$ cat src/rtl/pwm_timer_pkg.sv
package pwm_timer_pkg;

    localparam int PS_W   = 3;
    localparam int PS_MAX = 5;
    localparam int ADDR_W = 2;

    localparam logic [ADDR_W-1:0] ADDR_CTRL   = 2'd0;
    localparam logic [ADDR_W-1:0] ADDR_COUNT  = 2'd1;
    localparam logic [ADDR_W-1:0] ADDR_PERIOD = 2'd2;
    localparam logic [ADDR_W-1:0] ADDR_CMP    = 2'd3;

    // Control word, MSB first: bit 7 run down to bits 2:0 divider setting
    typedef struct packed {
        logic            run;
        logic            sudden_off;
        logic            act_low;
        logic            out_en;
        logic            src_ext;
        logic [PS_W-1:0] div_sel;
    } ctrl_t;

    localparam int CTRL_W = $bits(ctrl_t);

endpackage

$ cat src/rtl/pwm_prescaler.sv
module pwm_prescaler
    import pwm_timer_pkg::*;
#(
    parameter int SEL_W   = PS_W,
    parameter int SEL_MAX = PS_MAX
) (
    input  logic             clk,
    input  logic             rst_n,
    input  logic             run,
    input  logic             src_ext,
    input  logic             ext_tick,
    input  logic [SEL_W-1:0] div_sel,
    input  logic             restart,
    output logic             step
);
    localparam int DIV_W = 2 * SEL_MAX;

    typedef struct packed {
        logic [DIV_W-1:0] phase;
    } pre_state_t;

    pre_state_t st_d, st_q;

    // Terminal phase for each divider setting: 4^g - 1
    logic [DIV_W-1:0] term [0:SEL_MAX];

    for (genvar g = 0; g <= SEL_MAX; g++) begin : g_term
        assign term[g] = DIV_W'((64'd1 << (2 * g)) - 64'd1);
    end

    logic [SEL_W-1:0] sel_eff;
    logic             src_pulse;

    always_comb begin
        st_d      = st_q;
        step      = 1'b0;
        sel_eff   = (int'(div_sel) > SEL_MAX) ? SEL_W'(SEL_MAX) : div_sel;
        src_pulse = src_ext ? ext_tick : 1'b1;
        if (!run || restart) begin
            st_d.phase = '0;
        end else if (src_pulse) begin
            if (st_q.phase >= term[sel_eff]) begin
                st_d.phase = '0;
                step       = 1'b1;
            end else begin
                st_d.phase = st_q.phase + 1'b1;
            end
        end
    end

    always_ff @(posedge clk or negedge rst_n) begin
        if (!rst_n) st_q <= '0;
        else        st_q <= st_d;
    end

endmodule

$ cat src/rtl/pwm_counter.sv
module pwm_counter #(
    parameter int CNT_W = 16
) (
    input  logic             clk,
    input  logic             rst_n,
    input  logic             step,
    input  logic             load,
    input  logic [CNT_W-1:0] load_val,
    input  logic [CNT_W-1:0] period,
    output logic [CNT_W-1:0] cnt_q,
    output logic [CNT_W-1:0] cnt_d,
    output logic             wrap
);
    always_comb begin
        cnt_d = cnt_q;
        wrap  = 1'b0;
        if (load) begin
            cnt_d = load_val;
        end else if (step) begin
            if (cnt_q >= period) begin
                cnt_d = '0;
                wrap  = 1'b1;
            end else begin
                cnt_d = cnt_q + 1'b1;
            end
        end
    end

    always_ff @(posedge clk or negedge rst_n) begin
        if (!rst_n) cnt_q <= '0;
        else        cnt_q <= cnt_d;
    end

endmodule

$ cat src/rtl/pwm_out_stage.sv
module pwm_out_stage #(
    parameter int CNT_W = 16
) (
    input  logic             clk,
    input  logic             rst_n,
    input  logic             out_en,
    input  logic             sudden_off,
    input  logic             act_low,
    input  logic             wrap,
    input  logic [CNT_W-1:0] cnt_nxt,
    input  logic [CNT_W-1:0] period_nxt,
    input  logic [CNT_W-1:0] cmp_nxt,
    output logic             gate_q,
    output logic             pin_q
);
    typedef struct packed {
        logic gate;
        logic pin;
    } out_state_t;

    out_state_t st_d, st_q;
    logic [CNT_W-1:0] cmp_eff;
    logic             active;

    always_comb begin
        if (cmp_nxt >= period_nxt)
            cmp_eff = (period_nxt == '0) ? '0 : period_nxt - 1'b1;
        else
            cmp_eff = cmp_nxt;

        st_d = st_q;
        if (out_en)          st_d.gate = 1'b1;
        else if (sudden_off) st_d.gate = 1'b0;
        else if (wrap)       st_d.gate = 1'b0;

        active   = (cnt_nxt >= cmp_eff);
        st_d.pin = (st_d.gate & active) ^ act_low;
    end

    always_ff @(posedge clk or negedge rst_n) begin
        if (!rst_n) st_q <= '0;
        else        st_q <= st_d;
    end

    assign gate_q = st_q.gate;
    assign pin_q  = st_q.pin;

endmodule

$ cat src/rtl/pwm_timer_chan.sv
module pwm_timer_chan
    import pwm_timer_pkg::*;
#(
    parameter int CNT_W = 16
) (
    input  logic              clk,
    input  logic              rst_n,
    input  logic              ext_tick,
    input  logic              reg_we,
    input  logic [ADDR_W-1:0] reg_addr,
    input  logic [CNT_W-1:0]  reg_wdata,
    output logic [CNT_W-1:0]  reg_rdata,
    output logic              pwm_out
);
    typedef struct packed {
        ctrl_t            ctrl;
        logic [CNT_W-1:0] period;
        logic [CNT_W-1:0] cmp;
    } regs_t;

    regs_t            regs_d, regs_q;
    logic             cnt_load;
    logic             step;
    logic             wrap;
    logic             gate;
    logic [CNT_W-1:0] cnt_q, cnt_d;

    always_comb begin
        regs_d   = regs_q;
        cnt_load = reg_we && (reg_addr == ADDR_COUNT);
        if (reg_we) begin
            case (reg_addr)
                ADDR_CTRL:   regs_d.ctrl   = ctrl_t'(reg_wdata[CTRL_W-1:0]);
                ADDR_PERIOD: regs_d.period = reg_wdata;
                ADDR_CMP:    regs_d.cmp    = reg_wdata;
                default:     ;
            endcase
        end
    end

    always_ff @(posedge clk or negedge rst_n) begin
        if (!rst_n) regs_q <= '0;
        else        regs_q <= regs_d;
    end

    always_comb begin
        case (reg_addr)
            ADDR_CTRL:   reg_rdata = CNT_W'(regs_q.ctrl);
            ADDR_COUNT:  reg_rdata = cnt_q;
            ADDR_PERIOD: reg_rdata = regs_q.period;
            default:     reg_rdata = regs_q.cmp;
        endcase
    end

    pwm_prescaler #(
        .SEL_W   (PS_W),
        .SEL_MAX (PS_MAX)
    ) u_pre (
        .clk      (clk),
        .rst_n    (rst_n),
        .run      (regs_q.ctrl.run),
        .src_ext  (regs_q.ctrl.src_ext),
        .ext_tick (ext_tick),
        .div_sel  (regs_q.ctrl.div_sel),
        .restart  (cnt_load),
        .step     (step)
    );

    pwm_counter #(
        .CNT_W (CNT_W)
    ) u_cnt (
        .clk      (clk),
        .rst_n    (rst_n),
        .step     (step),
        .load     (cnt_load),
        .load_val (reg_wdata),
        .period   (regs_q.period),
        .cnt_q    (cnt_q),
        .cnt_d    (cnt_d),
        .wrap     (wrap)
    );

    pwm_out_stage #(
        .CNT_W (CNT_W)
    ) u_out (
        .clk        (clk),
        .rst_n      (rst_n),
        .out_en     (regs_d.ctrl.out_en),
        .sudden_off (regs_d.ctrl.sudden_off),
        .act_low    (regs_d.ctrl.act_low),
        .wrap       (wrap),
        .cnt_nxt    (cnt_d),
        .period_nxt (regs_d.period),
        .cmp_nxt    (regs_d.cmp),
        .gate_q     (gate),
        .pin_q      (pwm_out)
    );

endmodule

$ cat config.mk
export PLATFORM = sky130hd
export DESIGN_NAME = pwm_timer_chan
export DESIGN_NICKNAME = d
export VERILOG_FILES = /design/src/rtl/pwm_timer_pkg.sv /design/src/rtl/pwm_prescaler.sv /design/src/rtl/pwm_counter.sv /design/src/rtl/pwm_out_stage.sv /design/src/rtl/pwm_timer_chan.sv
export SDC_FILE = /design/constraint.sdc
export NUM_CORES = 1
export LEC_CHECK = 0
export BUFFER_PORTS_ARGS = -buffer_cell sky130_fd_sc_hd__buf_4
export CAP_MARGIN = 20
export CORE_MARGIN = 2
export CORE_UTILIZATION = 60
export DETAILED_ROUTE_END_ITERATION = 16
export MAX_ROUTING_LAYER = met4
export PLACE_DENSITY = 0.86
export SETUP_SLACK_MARGIN = 0.5
export SYNTH_ARGS = -nofsm -noshare
export SYNTH_HDL_FRONTEND = slang
export SYNTH_SLANG_ARGS = --single-unit
$ cat constraint.sdc
create_clock -name clk -period 11.4 [get_ports clk]
set_input_delay 1.71 -clock clk [delete_from_list [all_inputs] [get_ports clk]]
set_output_delay 1.71 -clock clk [all_outputs]
set_load 0.01 [all_outputs]
==> reports/metrics.csv <==
stage,metric,value,unit
yosys,post-synthesis instance total,606,
yosys,post-synth top area cell,dfrtp_1,
hold_path,Hold Crit Depth,1,
setup_path,reg2reg path depth,17,
clock_tree,root buffer selected by CTS,clkbuf_8,
clock_tree,cts repair resizes,0,
placed_design,IO buf count,38,
setup_path,r2r setup slk,6.69,ns
pwr,PwrDens,159.2,nW/µm²
yosys,"EDFF count, synth",0,
route,met2 WL post-DR,7195,µm
hold_path,Hold WC Path Type,reg -> reg,
timing,Slew Limit Fails,0,
die,FP Rows,34,
clock_tree,CTS Sinks,68,
global_routing,Overall Global Routing Usage,33.82,%
route,DR pass1 iterations,5,
route,# DRC,0,
yosys,post-synth net total,689,
clock_tree,H-tree level count,3,
finish,Ant. Diodes,0,
setup_path,crit path cell chain,buf_4 > nand3_1 > mux2_2 > ha_1 > o31ai_1 > o21bai_1 > a31oi_1 > o21ai_0 > a211oi_2 > buf_4 > mux2i_1 > ha_1 > a21oi_1 > o21ai_0 > a221oi_1 > o21ai_0 > o211ai_1 > xnor2_1,
clock_tree,CTS tree,built,
setup_path,"delay-heaviest family, CP",compound AO/OA/AOI/OAI gates,
finish,Synth-to-Final Area Change,11.10,%
pwr,Leak,2.801,nW
timing,Clock Skew,0.009399,ns
yosys,Synth top area share,30.87,%
setup_path,Worst Setup End Kind,flip-flop,
setup_path,FF-to-FF End,u_out.pin_q,
yosys,top-count cell post-synth,dfrtp_1,
finish,Reg area,1702,µm²
global_routing,total gr overflow,0,
clock_tree,"Clk pin slew, worst setup/hold paths",0.08,ns
setup_path,WP buf/inv,2,
timing,relative slew slack,38.55,%
placed_design,HPWL Detailed,11940,µm
yosys,Netlist Area Pre-Place,5513,µm²
route,DR WL met3,1218,µm
yosys,Yosys reg bits,68,
setup_path,CP Launch Type,input port,
global_routing,largest net degree at the start of global routing,69,
yosys,"top cells by count, synth","dfrtp_1, ha_1, o21ai_0",
die,core area,8806,µm²
timing,Post-Route Setup TNS,0,ns
clock_tree,Post-CTS Hold Buffers,0,
clock_tree,clk_lat worst skew,0.35,ns
setup_path,critical path type,in -> reg,
global_routing,first-pass GRT wire length,25650,µm
timing,final setup fails,0,
global_routing,initial antenna violation count,0,
run,max cap viols,0,
yosys,yosys warns,0,
route,initial DRC count,411,
die,Die Y,99.86,µm
setup_path,"slowest stage delay, CP",0.65,ns
route,top sig layer,met4,
route,M1 WL,7099,µm
pwr,Design Power,0.9751,mW
die,io pins,39,
finish,share of cells above drive strength 1,15.79,%
yosys,async set-or-reset flop fraction in the synthesized netlist,100.0,%
setup_path,worst path arrival time,6.23,ns
route,Via Count,5065,
clock_tree,post-CTS setup buffer count,0,
clock_tree,CTS max path bufs,2,
setup_path,worst-path fanout max,30,
timing,Slew @ Worst Pin,0.9147,ns
finish,area of the multi-input gates,3546,µm²
setup_path,Crit-path slowest cell,nand3_1,
timing,minimum clock period,5.965,ns
timing,Final Cycle Share,52.32,%
yosys,syn_area_per_cell,9.097,µm²
route,drt wl/cell,21.11,µm
placed_design,gpl congestion,1.016,
finish,Final #Nets,724,
die,total die area,9971,µm²
die,Chip Width,99.86,µm
yosys,sequential share of the synthesized area,30.87,%
timing,RSZ-0062 raised after global routing,false,
setup_path,Critical Path RT,11.66,ns
setup_path,Worst path most repeated cell,o21ai_0,
route,via density per instance,6.718,
route,Final ANT Viol Nets,0,
hold_path,Hold Crit Endpoint,u_pre.st_q[2],
pwr,Max VDD drop,81.23,µV
die,starting density of the core,62.60,%
global_routing,vias in the first global route,4955,
yosys,ys flop type,dfrtp_1,
timing,Max Fclk,167.7,MHz
finish,fillers,680,
hold_path,Hold Startpoint,u_pre.st_q[2],
timing,"Hold Violations, Final",0,
yosys,dominant cells by area after synthesis,"dfrtp_1, ha_1, mux2i_1, o21ai_0, mux2_2",
status,status,finished clean,
route,Detailed Route WL,15920,µm
clock_tree,CTS Buf Count,9,
yosys,number of distinct library cells after synthesis,59,
setup_path,Crit Reg-Reg Startpoint,regs_q[32],
## final cells by class
type                            count  area share, %
Clock buffer                       11          2.472
Inverter                           47          2.880
Clock inverter                      5          1.369
Multi-Input combinational cell    471          57.90
Tap cell                          108          2.206
Sequential cell                    68          27.78
Timing Repair Buffer               44          5.393
## layout by cell type (no fill, tap or decap), drive strengths merged, types with 12 or more instances in the layout
master  netlist  layout
nand3        15      15
nor3         18      18
nor2         34      34
nor4         12      12
mux2         22      22
inv          47      47
mux2i        32      32
dfrtp        68      68
a21oi        32      32
nand2        55      55
clkbuf       12      12
xor2         13      13
ha           61      61
buf           8      43
o21ai        58      58
## flip-flops by register name, indices dropped and copies added, names as in the netlist
name          count
u_cnt.cnt_q      16
u_out.pin_q       1
u_pre.st_q       10
regs_q           40
u_out.gate_q      1
## metal layers
layer	GRT usage, %	up-vias
met1	47.07	2472
met2	50.00	251
met5	-	-
met4	12.75	0
li1	-	2306
met3	5.571	36
## per-stage QoR
stage | hold slack (ns) | std cells | cell area [µm²] | setup slack [ns] | utilization [%]
after CTS | 0.5486 | 753 | 6117 | 5.526 | 69.47
after global routing | 0.5642 | 754 | 6125 | 5.133 | 69.55
after global placement | 0.5047 | 736 | 5874 | 5.094 | 66.71
final | 0.5496 | 754 | 6125 | 5.435 | 69.55
after floorplan | 0.4844 | 606 | 5513 | 5.518 | -
after detailed placement | 0.5327 | 737 | 5882 | 5.191 | 66.79
## power by group
group	switching (mW)	total [mW]	leakage (nW)	internal [mW]
clock	0.103	0.239	0.112	0.136
sequential	0.0466	0.328	0.834	0.281
combinational	0.232	0.408	1.86	0.176
total	0.382	0.975	2.80	0.593
## worst max path at each step
stage | startpoint | to | slack, ns | depth (start not counted)
3_5_place_dp | reg_addr[0] | u_out.pin_q | 5.19 | 18
6_report | reg_addr[0] | u_out.pin_q | 5.44 | 18
5_1_grt | reg_addr[0] | u_out.pin_q | 5.13 | 18
3_3_place_gp | reg_addr[1] | u_out.pin_q | 5.09 | 17
2_1_floorplan | reg_addr[1] | u_out.pin_q | 5.52 | 22
4_1_cts | reg_addr[0] | u_out.pin_q | 5.53 | 18
## kinds of logic (layout without fill, tap and decap cells)
kind of cell    count (synthesis)  count (layout)  synth area share (%)
simple gates                  179             179                 16.36
compound gates                147             147                 17.05
flops                          68              68                 30.87
buf+inv                        67             107                 4.811
mux                            62              62                 13.57
fa+ha+maj                      61              61                 13.84
xor+xnor                       22              22                 3.495
(Power assumes the default switching activity.)
